--- config.mk ---
export PLATFORM = sky130hd
export DESIGN_NAME = cis_line_timer
export DESIGN_NICKNAME = d
export VERILOG_FILES = /design/src/rtl/cis_timer_pkg.sv /design/src/rtl/cis_cfg_shadow.sv /design/src/rtl/cis_phase_gen.sv /design/src/rtl/cis_line_seq.sv /design/src/rtl/cis_line_timer.sv
export SDC_FILE = /design/constraint.sdc
export NUM_CORES = 1
export LEC_CHECK = 0
export CORE_MARGIN = 3
export CORE_UTILIZATION = 33
export DETAILED_ROUTE_END_ITERATION = 16
export GPL_TIMING_DRIVEN = 0
export PLACE_DENSITY = 0.58
export SYNTH_ARGS = -nofsm -noshare
export SYNTH_HDL_FRONTEND = slang
export SYNTH_SLANG_ARGS = --single-unit
--- constraint.sdc ---
create_clock -name clk -period 7.06 [get_ports clk]
set_input_delay 1.412 -clock clk [delete_from_list [all_inputs] [get_ports clk]]
set_output_delay 1.412 -clock clk [all_outputs]
set_load 0.05 [all_outputs]
--- src/rtl/cis_timer_pkg.sv ---
package cis_timer_pkg;

   typedef enum logic [1:0] {
      DUTY_AUTO     = 2'd0,
      DUTY_QUARTER  = 2'd1,
      DUTY_HALF     = 2'd2,
      DUTY_AUTO_ALT = 2'd3
   } duty_sel_e;

   // Half duty when forced, or in auto mode when the pixel rate is high.
   function automatic logic pick_half(input logic [1:0] sel, input logic fast);
      logic half;
      case (sel)
         DUTY_HALF:    half = 1'b1;
         DUTY_QUARTER: half = 1'b0;
         default:      half = fast;
      endcase
      return half;
   endfunction

endpackage

--- src/rtl/cis_cfg_shadow.sv ---
module cis_cfg_shadow
   import cis_timer_pkg::*;
#(
   parameter int DIV_W        = 8,
   parameter int DLY_W        = 8,
   parameter int LINE_W       = 16,
   parameter int DIE_W        = 5,
   parameter int PIX_PER_DIE  = 192,
   parameter int MIN_DIV      = 4,
   parameter int FAST_DIV_MAX = 20
) (
   input  logic              clk,
   input  logic              rst_n,
   input  logic              load,
   input  logic [DIV_W-1:0]  div_in,
   input  logic [1:0]        duty_in,
   input  logic [LINE_W-1:0] line_in,
   input  logic [DIE_W-1:0]  dies_in,
   input  logic [DLY_W-1:0]  dly_in,
   output logic [DIV_W-1:0]  per_q,
   output logic [DIV_W-1:0]  high_q,
   output logic [DIV_W-1:0]  smp_q,
   output logic [LINE_W-1:0] npix_q,
   output logic [LINE_W-1:0] span_q,
   output logic              err_q
);

   localparam int SW = DIV_W + 1;

   logic [DIV_W-1:0]  per_c, high_c, smp_c;
   logic [SW-1:0]     smp_raw;
   logic [DIE_W-1:0]  dies_c;
   logic [LINE_W-1:0] npix_c, span_c;
   logic              short_c;

   always_comb begin
      per_c   = (div_in < DIV_W'(MIN_DIV)) ? DIV_W'(MIN_DIV) : div_in;
      high_c  = pick_half(duty_in, per_c <= DIV_W'(FAST_DIV_MAX)) ? (per_c >> 1)
                                                                  : (per_c >> 2);
      smp_raw = {1'b0, per_c} - {1'b0, high_c} + SW'(dly_in);
      smp_c   = (smp_raw >= {1'b0, per_c}) ? (per_c - DIV_W'(1)) : smp_raw[DIV_W-1:0];
      dies_c  = (dies_in == '0) ? DIE_W'(1) : dies_in;
      npix_c  = LINE_W'(dies_c) * LINE_W'(PIX_PER_DIE);
      short_c = line_in < npix_c;
      span_c  = short_c ? npix_c : line_in;
   end

   always_ff @(posedge clk or negedge rst_n) begin
      if (!rst_n) begin
         per_q  <= DIV_W'(MIN_DIV);
         high_q <= DIV_W'(1);
         smp_q  <= DIV_W'(MIN_DIV - 1);
         npix_q <= LINE_W'(PIX_PER_DIE);
         span_q <= LINE_W'(PIX_PER_DIE);
         err_q  <= 1'b0;
      end else if (load) begin
         per_q  <= per_c;
         high_q <= high_c;
         smp_q  <= smp_c;
         npix_q <= npix_c;
         span_q <= span_c;
         if (short_c) err_q <= 1'b1;
      end
   end

endmodule

--- src/rtl/cis_phase_gen.sv ---
module cis_phase_gen #(
   parameter int DIV_W = 8
) (
   input  logic             clk,
   input  logic             rst_n,
   input  logic             run,
   input  logic             load,
   input  logic [DIV_W-1:0] per,
   input  logic [DIV_W-1:0] high,
   input  logic [DIV_W-1:0] smp,
   output logic             tick_end,
   output logic             hi_phase,
   output logic             smp_hit,
   output logic             sp_win
);

   logic [DIV_W-1:0] ph;

   always_comb begin
      tick_end = (ph == per - DIV_W'(1));
      hi_phase = (ph < high);
      smp_hit  = (ph == smp);
      // Strictly between two rising edges, wide enough to span the fall.
      sp_win   = (ph != '0) && (ph <= per - DIV_W'(2));
   end

   always_ff @(posedge clk or negedge rst_n) begin
      if (!rst_n)                          ph <= '0;
      else if (!run || load || tick_end)   ph <= '0;
      else                                 ph <= ph + DIV_W'(1);
   end

endmodule

--- src/rtl/cis_line_seq.sv ---
module cis_line_seq #(
   parameter int LINE_W = 16
) (
   input  logic              clk,
   input  logic              rst_n,
   input  logic              enable,
   input  logic              tick_end,
   input  logic [LINE_W-1:0] span,
   input  logic [LINE_W-1:0] npix,
   output logic              run,
   output logic              load,
   output logic              scan_act,
   output logic              first_slot,
   output logic [LINE_W-1:0] slot
);

   logic last_slot;
   logic wrap;

   always_comb begin
      last_slot  = (slot == span - LINE_W'(1));
      wrap       = run && tick_end && last_slot;
      load       = enable && (!run || wrap);
      scan_act   = run && (slot < npix);
      first_slot = (slot == '0);
   end

   always_ff @(posedge clk or negedge rst_n) begin
      if (!rst_n) begin
         run  <= 1'b0;
         slot <= '0;
      end else begin
         if (run) run <= !(wrap && !enable);
         else     run <= enable;

         if (!run || wrap)  slot <= '0;
         else if (tick_end) slot <= slot + LINE_W'(1);
      end
   end

endmodule

--- src/rtl/cis_line_timer.sv ---
module cis_line_timer #(
   parameter int DIV_W        = 8,
   parameter int DLY_W        = 8,
   parameter int LINE_W       = 16,
   parameter int DIE_W        = 5,
   parameter int PIX_PER_DIE  = 192,
   parameter int MIN_DIV      = 4,
   parameter int FAST_DIV_MAX = 20,
   parameter bit REG_OUT      = 1'b1
) (
   input  logic              clk,
   input  logic              rst_n,
   input  logic              enable,
   input  logic [DIV_W-1:0]  cfg_div,
   input  logic [1:0]        cfg_duty,
   input  logic [LINE_W-1:0] cfg_line,
   input  logic [DIE_W-1:0]  cfg_dies,
   input  logic [DLY_W-1:0]  cfg_dly,
   output logic              pix_clk,
   output logic              vid_rst,
   output logic              start_pulse,
   output logic              adc_stb,
   output logic              pix_valid,
   output logic [LINE_W-1:0] pix_idx,
   output logic              line_valid,
   output logic              cfg_err
);

   localparam longint MAX_DIES  = (longint'(1) << DIE_W) - 1;
   localparam longint MAX_PIX   = MAX_DIES * PIX_PER_DIE;
   localparam longint LINE_LIM  = longint'(1) << LINE_W;
   localparam longint DIV_LIM   = longint'(1) << DIV_W;

   // Elaboration-time parameter checks
   if (MIN_DIV < 4) begin : g_bad_min_div
      $error("MIN_DIV must be at least 4");
   end
   if (MIN_DIV >= DIV_LIM || FAST_DIV_MAX >= DIV_LIM) begin : g_bad_div_w
      $error("divider limits do not fit DIV_W");
   end
   if (DLY_W > DIV_W) begin : g_bad_dly_w
      $error("DLY_W must not exceed DIV_W");
   end
   if (PIX_PER_DIE < 1 || MAX_PIX >= LINE_LIM) begin : g_bad_line_w
      $error("largest chain does not fit LINE_W");
   end

   logic [DIV_W-1:0]  per, high, smp;
   logic [LINE_W-1:0] npix, span, slot;
   logic              load, run, scan_act, first_slot;
   logic              tick_end, hi_phase, smp_hit, sp_win;
   logic              err;

   cis_cfg_shadow #(
      .DIV_W(DIV_W), .DLY_W(DLY_W), .LINE_W(LINE_W), .DIE_W(DIE_W),
      .PIX_PER_DIE(PIX_PER_DIE), .MIN_DIV(MIN_DIV), .FAST_DIV_MAX(FAST_DIV_MAX)
   ) u_shadow (
      .clk(clk), .rst_n(rst_n), .load(load),
      .div_in(cfg_div), .duty_in(cfg_duty), .line_in(cfg_line),
      .dies_in(cfg_dies), .dly_in(cfg_dly),
      .per_q(per), .high_q(high), .smp_q(smp),
      .npix_q(npix), .span_q(span), .err_q(err)
   );

   cis_phase_gen #(.DIV_W(DIV_W)) u_phase (
      .clk(clk), .rst_n(rst_n), .run(run), .load(load),
      .per(per), .high(high), .smp(smp),
      .tick_end(tick_end), .hi_phase(hi_phase), .smp_hit(smp_hit), .sp_win(sp_win)
   );

   cis_line_seq #(.LINE_W(LINE_W)) u_seq (
      .clk(clk), .rst_n(rst_n), .enable(enable), .tick_end(tick_end),
      .span(span), .npix(npix),
      .run(run), .load(load), .scan_act(scan_act), .first_slot(first_slot), .slot(slot)
   );

   // Output decode from the counter state
   logic              d_clk, d_sp, d_stb, d_pv, d_lv;
   logic [LINE_W-1:0] d_idx;

   always_comb begin
      d_clk = run && hi_phase;
      d_sp  = run && first_slot && sp_win;
      d_stb = run && smp_hit;
      d_pv  = d_stb && scan_act;
      d_lv  = scan_act;
      d_idx = d_pv ? slot : '0;
   end

   assign cfg_err = err;

   if (REG_OUT) begin : g_reg_out
      always_ff @(posedge clk or negedge rst_n) begin
         if (!rst_n) begin
            pix_clk     <= 1'b0;
            vid_rst     <= 1'b0;
            start_pulse <= 1'b0;
            adc_stb     <= 1'b0;
            pix_valid   <= 1'b0;
            pix_idx     <= '0;
            line_valid  <= 1'b0;
         end else begin
            pix_clk     <= d_clk;
            vid_rst     <= d_clk;
            start_pulse <= d_sp;
            adc_stb     <= d_stb;
            pix_valid   <= d_pv;
            pix_idx     <= d_idx;
            line_valid  <= d_lv;
         end
      end
   end else begin : g_comb_out
      always_comb begin
         pix_clk     = d_clk;
         vid_rst     = d_clk;
         start_pulse = d_sp;
         adc_stb     = d_stb;
         pix_valid   = d_pv;
         pix_idx     = d_idx;
         line_valid  = d_lv;
      end
   end

endmodule

After elaboration in Yosys (flattened, before gate mapping) --
Cells that the tools add are included.
Word-level totals: output and inout bits 23, register bits 94
Operators by class: reduce and logical (&&, ||, !) cells 22, equality and inequality tests 5, $lt $le $gt $ge 7, add/subtract/negate cells 8, multipliers 1, muxes and demuxes 11
Operators with widths (count):
- $mux W16 | 4
- $lt A16 B13 Y1 | 2
- $mux W8 | 3
- $add A16 B1 Y16 const B | 1
- $eq A16 B16 Y1 | 1
- $eq A8 B8 Y1 | 2
- $logic_not A16 Y1 | 1
- $sub A16 B1 Y16 const B | 1
- $sub A8 B1 Y8 const B | 2
- $logic_and A1 B1 Y1 | 11
- $add A9 B8 Y9 | 1
- $ge A9 B8 Y1 | 1
- $sub A8 B8 Y9 | 1
- $add A8 B1 Y8 const B | 1
- $le A8 B5 Y1 const B | 1
- $le A8 B8 Y1 | 1
- $lt A8 B3 Y1 const B | 1
- $lt A8 B8 Y1 | 1
- $reduce_bool A8 Y1 | 1
- $sub A8 B2 Y8 const B | 1
- $mul A5 B2 Y7 const B | 1
- $mux W7 | 1
- $logic_not A5 Y1 | 1
- $mux W5 | 1
- other kinds (8) | 12

Logic depth before layout (Yosys ltp) --
depth after elaboration 9, mapped depth 23

Cells and area by module --
Synthesis repeated with hierarchy kept, for this count alone.
Second synthesis, totals: cells, all modules 817, area, all modules 7428.4 um^2
By module, submodules not included:
- cis_cfg_shadow | area each 3644.7 um^2, seq. area each 1186.1 um^2, cells each 399, times used 1
- cis_line_seq | area each 1855.5 um^2, seq. area each 425.4 um^2, cells each 232, times used 1
- cis_phase_gen | area each 1193.6 um^2, seq. area each 200.2 um^2, cells each 140, times used 1
- cis_line_timer | area each 734.5 um^2, seq. area each 525.5 um^2, cells each 46, times used 1

Worst setup path after synthesis --
No wires, ideal clock.
kind input-to-reg, start point input port cfg_div[6], end point register u_shadow.smp_q[2], slack 0.838 ns, stages 21, arrival 6.097 ns, setup time 0.125 ns, cells stage by stage nor3_1 nand3b_1 nand2_1 ha_1 nor2b_1 o21ai_0 a31oi_1 mux2i_1 fa_1 inv_1 ha_1 a21o_1 a21oi_1 o21ai_0 o41ai_1 xnor2_1 ha_1 nand2_1 o221ai_1 mux2_2 mux2_4
On the way: cells in the longest elaborated chain, start to end 9
RTL lines:
- start, declared | RTL line cis_line_timer.sv:14 | input logic [DIV_W-1:0] cfg_div,
- $lt A8 B3 Y1 | RTL line cis_cfg_shadow.sv:37 | per_c = (div_in < DIV_W'(MIN_DIV)) ? DIV_W'(MIN_DIV) : div_in;
- $mux W8 (*) | RTL line cis_cfg_shadow.sv:37
- $le A8 B5 Y1 | RTL line cis_cfg_shadow.sv:38 | high_c = pick_half(duty_in, per_c <= DIV_W'(FAST_DIV_MAX)) ? (per_c >> 1)
- $pmux W1 S2 | RTL line cis_timer_pkg.sv:13 | case (sel)
- $mux W7 (*) | RTL line cis_cfg_shadow.sv:38
- named net u_shadow.high_c[1] | RTL line cis_cfg_shadow.sv:30 | logic [DIV_W-1:0] per_c, high_c, smp_c;
- $sub A8 B8 Y9 (*) | RTL line cis_cfg_shadow.sv:40 | smp_raw = {1'b0, per_c} - {1'b0, high_c} + SW'(dly_in);
- $add A9 B8 Y9 (*) | RTL line cis_cfg_shadow.sv:40
- $ge A9 B8 Y1 | RTL line cis_cfg_shadow.sv:41 | smp_c = (smp_raw >= {1'b0, per_c}) ? (per_c - DIV_W'(1)) : smp_raw[DIV_W-1:0];
- $mux W8 (*) | RTL line cis_cfg_shadow.sv:41
- end signal, assigned | RTL line cis_cfg_shadow.sv:52 | smp_q <= DIV_W'(MIN_DIV - 1);
- end signal, assigned | RTL line cis_cfg_shadow.sv:59 | smp_q <= smp_c;
- end, declared | RTL line cis_cfg_shadow.sv:22 | output logic [DIV_W-1:0] smp_q,
Mark *: on every way through the listed nets, which the timed path passes. The rest lies on a longest branch. A chain may end at the register's enable or synchronous reset.

Worst setup path after layout --
start point input port cfg_div[5], end point register u_shadow.smp_q[7]
Same word-level chain as after synthesis.

==> run summary <==
The via density per instance came out at 4.72. The number of global-route vias before repair came out at 4777. The total number of nets in the final design is 863.

The power density over cell area is 240 mW/mm^2. The met1 layer usage reported by global route is 0.221. By area the synthesized netlist is led by sky130_fd_sc_hd__dfrtp_1 32%, sky130_fd_sc_hd__ha_1 11%, sky130_fd_sc_hd__xnor2_1 5.6%. The area growth from synthesis to layout came out at 20.7%. The maximum clock skew at final layout is 0.0102 ns. In this run the mean area of a mapped cell was 9.90 sq um. The number of buffers inserted for hold repair after clock tree synthesis came out at 0.

65 I/O pins were placed. The number of nets still failing antenna checks after routing is 0. The total power is 1.93 mW. In the finished design, the share of the clock period the worst path needs comes to 0.941. The area of the die came out at 0.0220 sq mm. Of the total power, combinational logic draws 0.377.

The sum of negative setup slack came out at 0 ns. The count of state elements after synthesis is 93. The slew at the pin with the worst max-slew slack came out at 0.931 ns.

The number of warnings reported in the yosys synthesis log came out at 0. The number of antenna violations at the first check in global routing is 0. The clock latency on the worst-skew pair is 0.35 ns. In the final routed layout, each cell accounts on average for 14.6 um.

The maximum number of buffers from clock root to sink is 2. The first global-routing pass estimated 25.2 mm of wire. The combined area of all synthesized cells is 0.00668 sq mm. Of the synthesized area, sequential elements account for 0.350. After global routing, the most crowded layer is met1. The clock tree from TritonCTS is done. The distinct cell type count of the synthesized netlist is 60. The worst path in the final design needs a cycle of 6.64 ns, including I/O delays and setup. The flow ran to the end, and the final reports show no timing, DRC or antenna violations. The clock transition at the register clock pins on the worst setup and hold paths after CTS is 0.07 ns. The number of clock sinks is 93. The number of buffers inserted by port buffering is 64. The placed cell count came out at 1007. Headroom to the max-slew limit came out at 0.378. The critical path start-end classification is in2reg. The number of buffers inserted during clock tree synthesis came out at 9. The internal portion of total power is 1.24 mW. The slack of the critical path is 0.418 ns. For this block, the initial DRC count from the detailed router was 235. The top cell types in the final layout, fill and taps aside, are 85 x sky130_fd_sc_hd__dfrtp_1, 78 x sky130_fd_sc_hd__inv_1, 63 x sky130_fd_sc_hd__clkdlybuf4s50_1, 58 x sky130_fd_sc_hd__ha_1, 45 x sky130_fd_sc_hd__nor2_1. For this configuration, the core starts out at a cell density of 0.340.

In the synthesized netlist the async set-or-reset flop fraction comes to 1.00. After detailed routing, the total wire length is 15.0 mm. The DRC violation count after routing came out at 0. The remaining global-route overflow is 0. The die boundary width came out at 148 um. Data on the critical path is required at its endpoint by 7.30 ns. The share of total power dissipated in sequential elements is 0.354.

Entering global routing, the biggest net connects 56 pins. CTS placed an instance of sky130_fd_sc_hd__clkbuf_16 at the clock tree root. Leaving out fill and tap cells, the most frequent cell in the layout is sky130_fd_sc_hd__dfrtp_1. IR analysis of the VDD net gives a maximum drop of 116 uV. Max-cap violations in this run came to 0. The share of Yosys cell area claimed by the top area cell type came out at 0.318. At the end of routability-driven placement, the weighted congestion stood at 0.842.

The post-detailed-placement half-perimeter wirelength came out at 11.9 mm. The most used flip-flop cell after synthesis is sky130_fd_sc_hd__dfrtp_1. In this run the static leakage power is 3.87 nW.

The worst setup path is launched from an input port. sky130_fd_sc_hd__dfrtp_1 takes more of the synthesized area than any other cell. The die outline height came out at 148 um. The power dissipated by switching net loads came out at 694 uW.

The worst setup path is captured at a flop. In this run the worst path has a maximum fanout of 8. The number of pins exceeding their max-slew limit in the final report came out at 0. The number of vias in the routed layout is 4835. The pre-CTS worst setup slack came out at -0.609 ns. The region available for standard cell placement spans 0.0197 sq mm. Setup violations remaining at the end of the flow were counted as 0. The final count of hold timing violations came out at 0. The floorplan has 51 rows. The number of instances in the synthesized netlist came out at 675. Of the cells placed in the final design, the portion with a size suffix greater than 1 is 0.103. The count of flip-flops with a built-in enable after synthesis is 0. The number of antenna diodes came out at 0. The level count of the clock H-tree is 3.

The met2 track utilization from global routing came out at 0.205. The arrival time of data at the critical path endpoint is 6.88 ns. The path category of the worst min-delay check is reg2reg. The switching part of the total came out at 0.359. The finished layout holds 1025 standard cells, fillers aside.

For this run, the detailed router's first-pass iteration total came to 4. Setup repair after global routing left no endpoint under its margin. The overall track demand over capacity in global routing came out at 0.143. The proportion of power drawn by the clock network is 0.269.

The highest clock frequency the design can meet came out at 151 MHz. In the global route stage, met3 resource usage came out at 0.0241.
[registers in the layout, summed over array words and instances (netlist names)]
| name | flops |
|---|---|
| pix_valid | 1 |
| u_shadow.high_q | 7 |
| u_seq.run | 1 |
| u_seq.slot | 16 |
| u_shadow.npix_q | 7 |
| u_shadow.err_q | 1 |
| u_shadow.smp_q | 8 |
| u_phase.ph | 8 |
| vid_rst | 1 |
| start_pulse | 1 |
| u_shadow.per_q | 8 |
| pix_idx | 16 |
| u_shadow.span_q | 16 |
| line_valid | 1 |
| adc_stb | 1 |
[synthesized netlist by cell type, drive strengths merged, types with 2 or more instances]
master and count:
dfrtp 85, inv 78, ha 58, nor2 46, xnor2 43, mux2 40, xor2 29, mux2i 26
nand2 24, a21oi 22, clkbuf 18, a21o 17, nand4 16, o21ai 15, a2111oi 14, nor3 13
nor2b 12, nor4 12, and3 10, nand2b 10, buf 9, nand3 9, dfstp 8, fa 8
a211oi 4, a31oi 4, nand3b 4, o22ai 4, a221oi 3, and2 3, nor4b 3, o21a 3
o41ai 2, or2 2, or4 2
[what timing repair did]
| action | 4_1_cts | 5_1_grt |
|---|---|---|
| endpoints found under the hold margin | 0 | 0 |
| resized for setup | 1 | 7 |
| endpoints found under the setup margin | 5 | 8 |
| setup buffers | 0 | 2 |
| pin swaps | 0 | 2 |
[logic make-up (layout without fill, tap and decap cells)]
group	after synthesis	in the layout	share of synthesized area
muxes	66	66	0.117
and+or+nand+nor	172	172	0.137
buffers and inverters	105	188	0.0648
DFF	93	93	0.350
xor gates and xnor gates	72	72	0.0944
other	1	3	0.000561
AOI/OAI and AO/OA	100	100	0.104
adders and majority gates	66	66	0.133
[per-stage QoR]
stage	util	hold slack, ns	area, sq um
3_3_place_gp	0.390	0.476	7660
6_report	0.410	0.497	8060
3_5_place_dp	0.391	0.487	7680
4_1_cts	0.408	0.503	8010
5_1_grt	0.410	0.536	8060
2_1_floorplan	-	0.464	6690
[cell type report]
cell class	count	area (sq um)
inverters	78	293
clock buffers	10	239
well taps	265	332
plain buffers	27	140
fillers	1995	11600
clock inverters	6	80.1
multi-input cells	479	3960
repair buffers	67	681
flip-flops and latches	93	2340
[per-layer routing]
metal / part of all wire / up-vias
li1: - / 2507
met1: 0.53 / 2231
met2: 0.41 / 83
met3: 0.042 / 14
met4: 0.013 / 0
met5: 0 / -
[critical path: stages]
cell	delay, ns
sky130_fd_sc_hd__clkdlybuf4s50_1	0.58
sky130_fd_sc_hd__nor3_4	0.32
sky130_fd_sc_hd__nand3b_1	0.15
sky130_fd_sc_hd__nand2_1	0.23
sky130_fd_sc_hd__ha_1	0.19
sky130_fd_sc_hd__nor2b_1	0.04
sky130_fd_sc_hd__o21ai_0	0.17
sky130_fd_sc_hd__a31oi_2	0.21
sky130_fd_sc_hd__mux2i_2	0.22
sky130_fd_sc_hd__fa_1	0.55
sky130_fd_sc_hd__inv_1	0.07
sky130_fd_sc_hd__ha_1	0.28
sky130_fd_sc_hd__a21o_1	0.15
sky130_fd_sc_hd__a21oi_1	0.22
sky130_fd_sc_hd__o21ai_0	0.16
sky130_fd_sc_hd__o41ai_1	0.33
sky130_fd_sc_hd__xnor2_1	0.22
sky130_fd_sc_hd__ha_1	0.30
sky130_fd_sc_hd__a21oi_1	0.24
sky130_fd_sc_hd__o221ai_4	0.23
sky130_fd_sc_hd__mux2_2	0.33
sky130_fd_sc_hd__mux2_4	0.26
[power groups by stage]
| stage | Clock, mW | Sequential (mW) | Combinational (mW) |
|---|---|---|---|
| 3_5_place_dp | 0 | 0.695 | 0.725 |
| 3_3_place_gp | 0 | 0.694 | 0.712 |
| 4_1_cts | 0.538 | 0.685 | 0.731 |
| 5_1_grt | 0.554 | 0.697 | 0.837 |
| 2_1_floorplan | 0 | 0.695 | 0.518 |
| 6_report | 0.520 | 0.685 | 0.730 |
[path summary, 6_finish.rpt]
check	start	endpoint	slack [ns]	depth (start not counted)
min in group asynchronous	rst_n	u_shadow.high_q[1]	1.04	1
max in group asynchronous	rst_n	u_shadow.npix_q[9]	5.38	2
min reg2reg	u_shadow.high_q[5]	u_shadow.high_q[5]	0.50	1
max reg2reg	u_shadow.per_q[2]	u_seq.slot[7]	3.48	10
min	u_shadow.high_q[5]	u_shadow.high_q[5]	0.50	1
max	cfg_div[5]	u_shadow.smp_q[7]	0.42	22
Note: power is estimated with default switching activity, not from simulation.
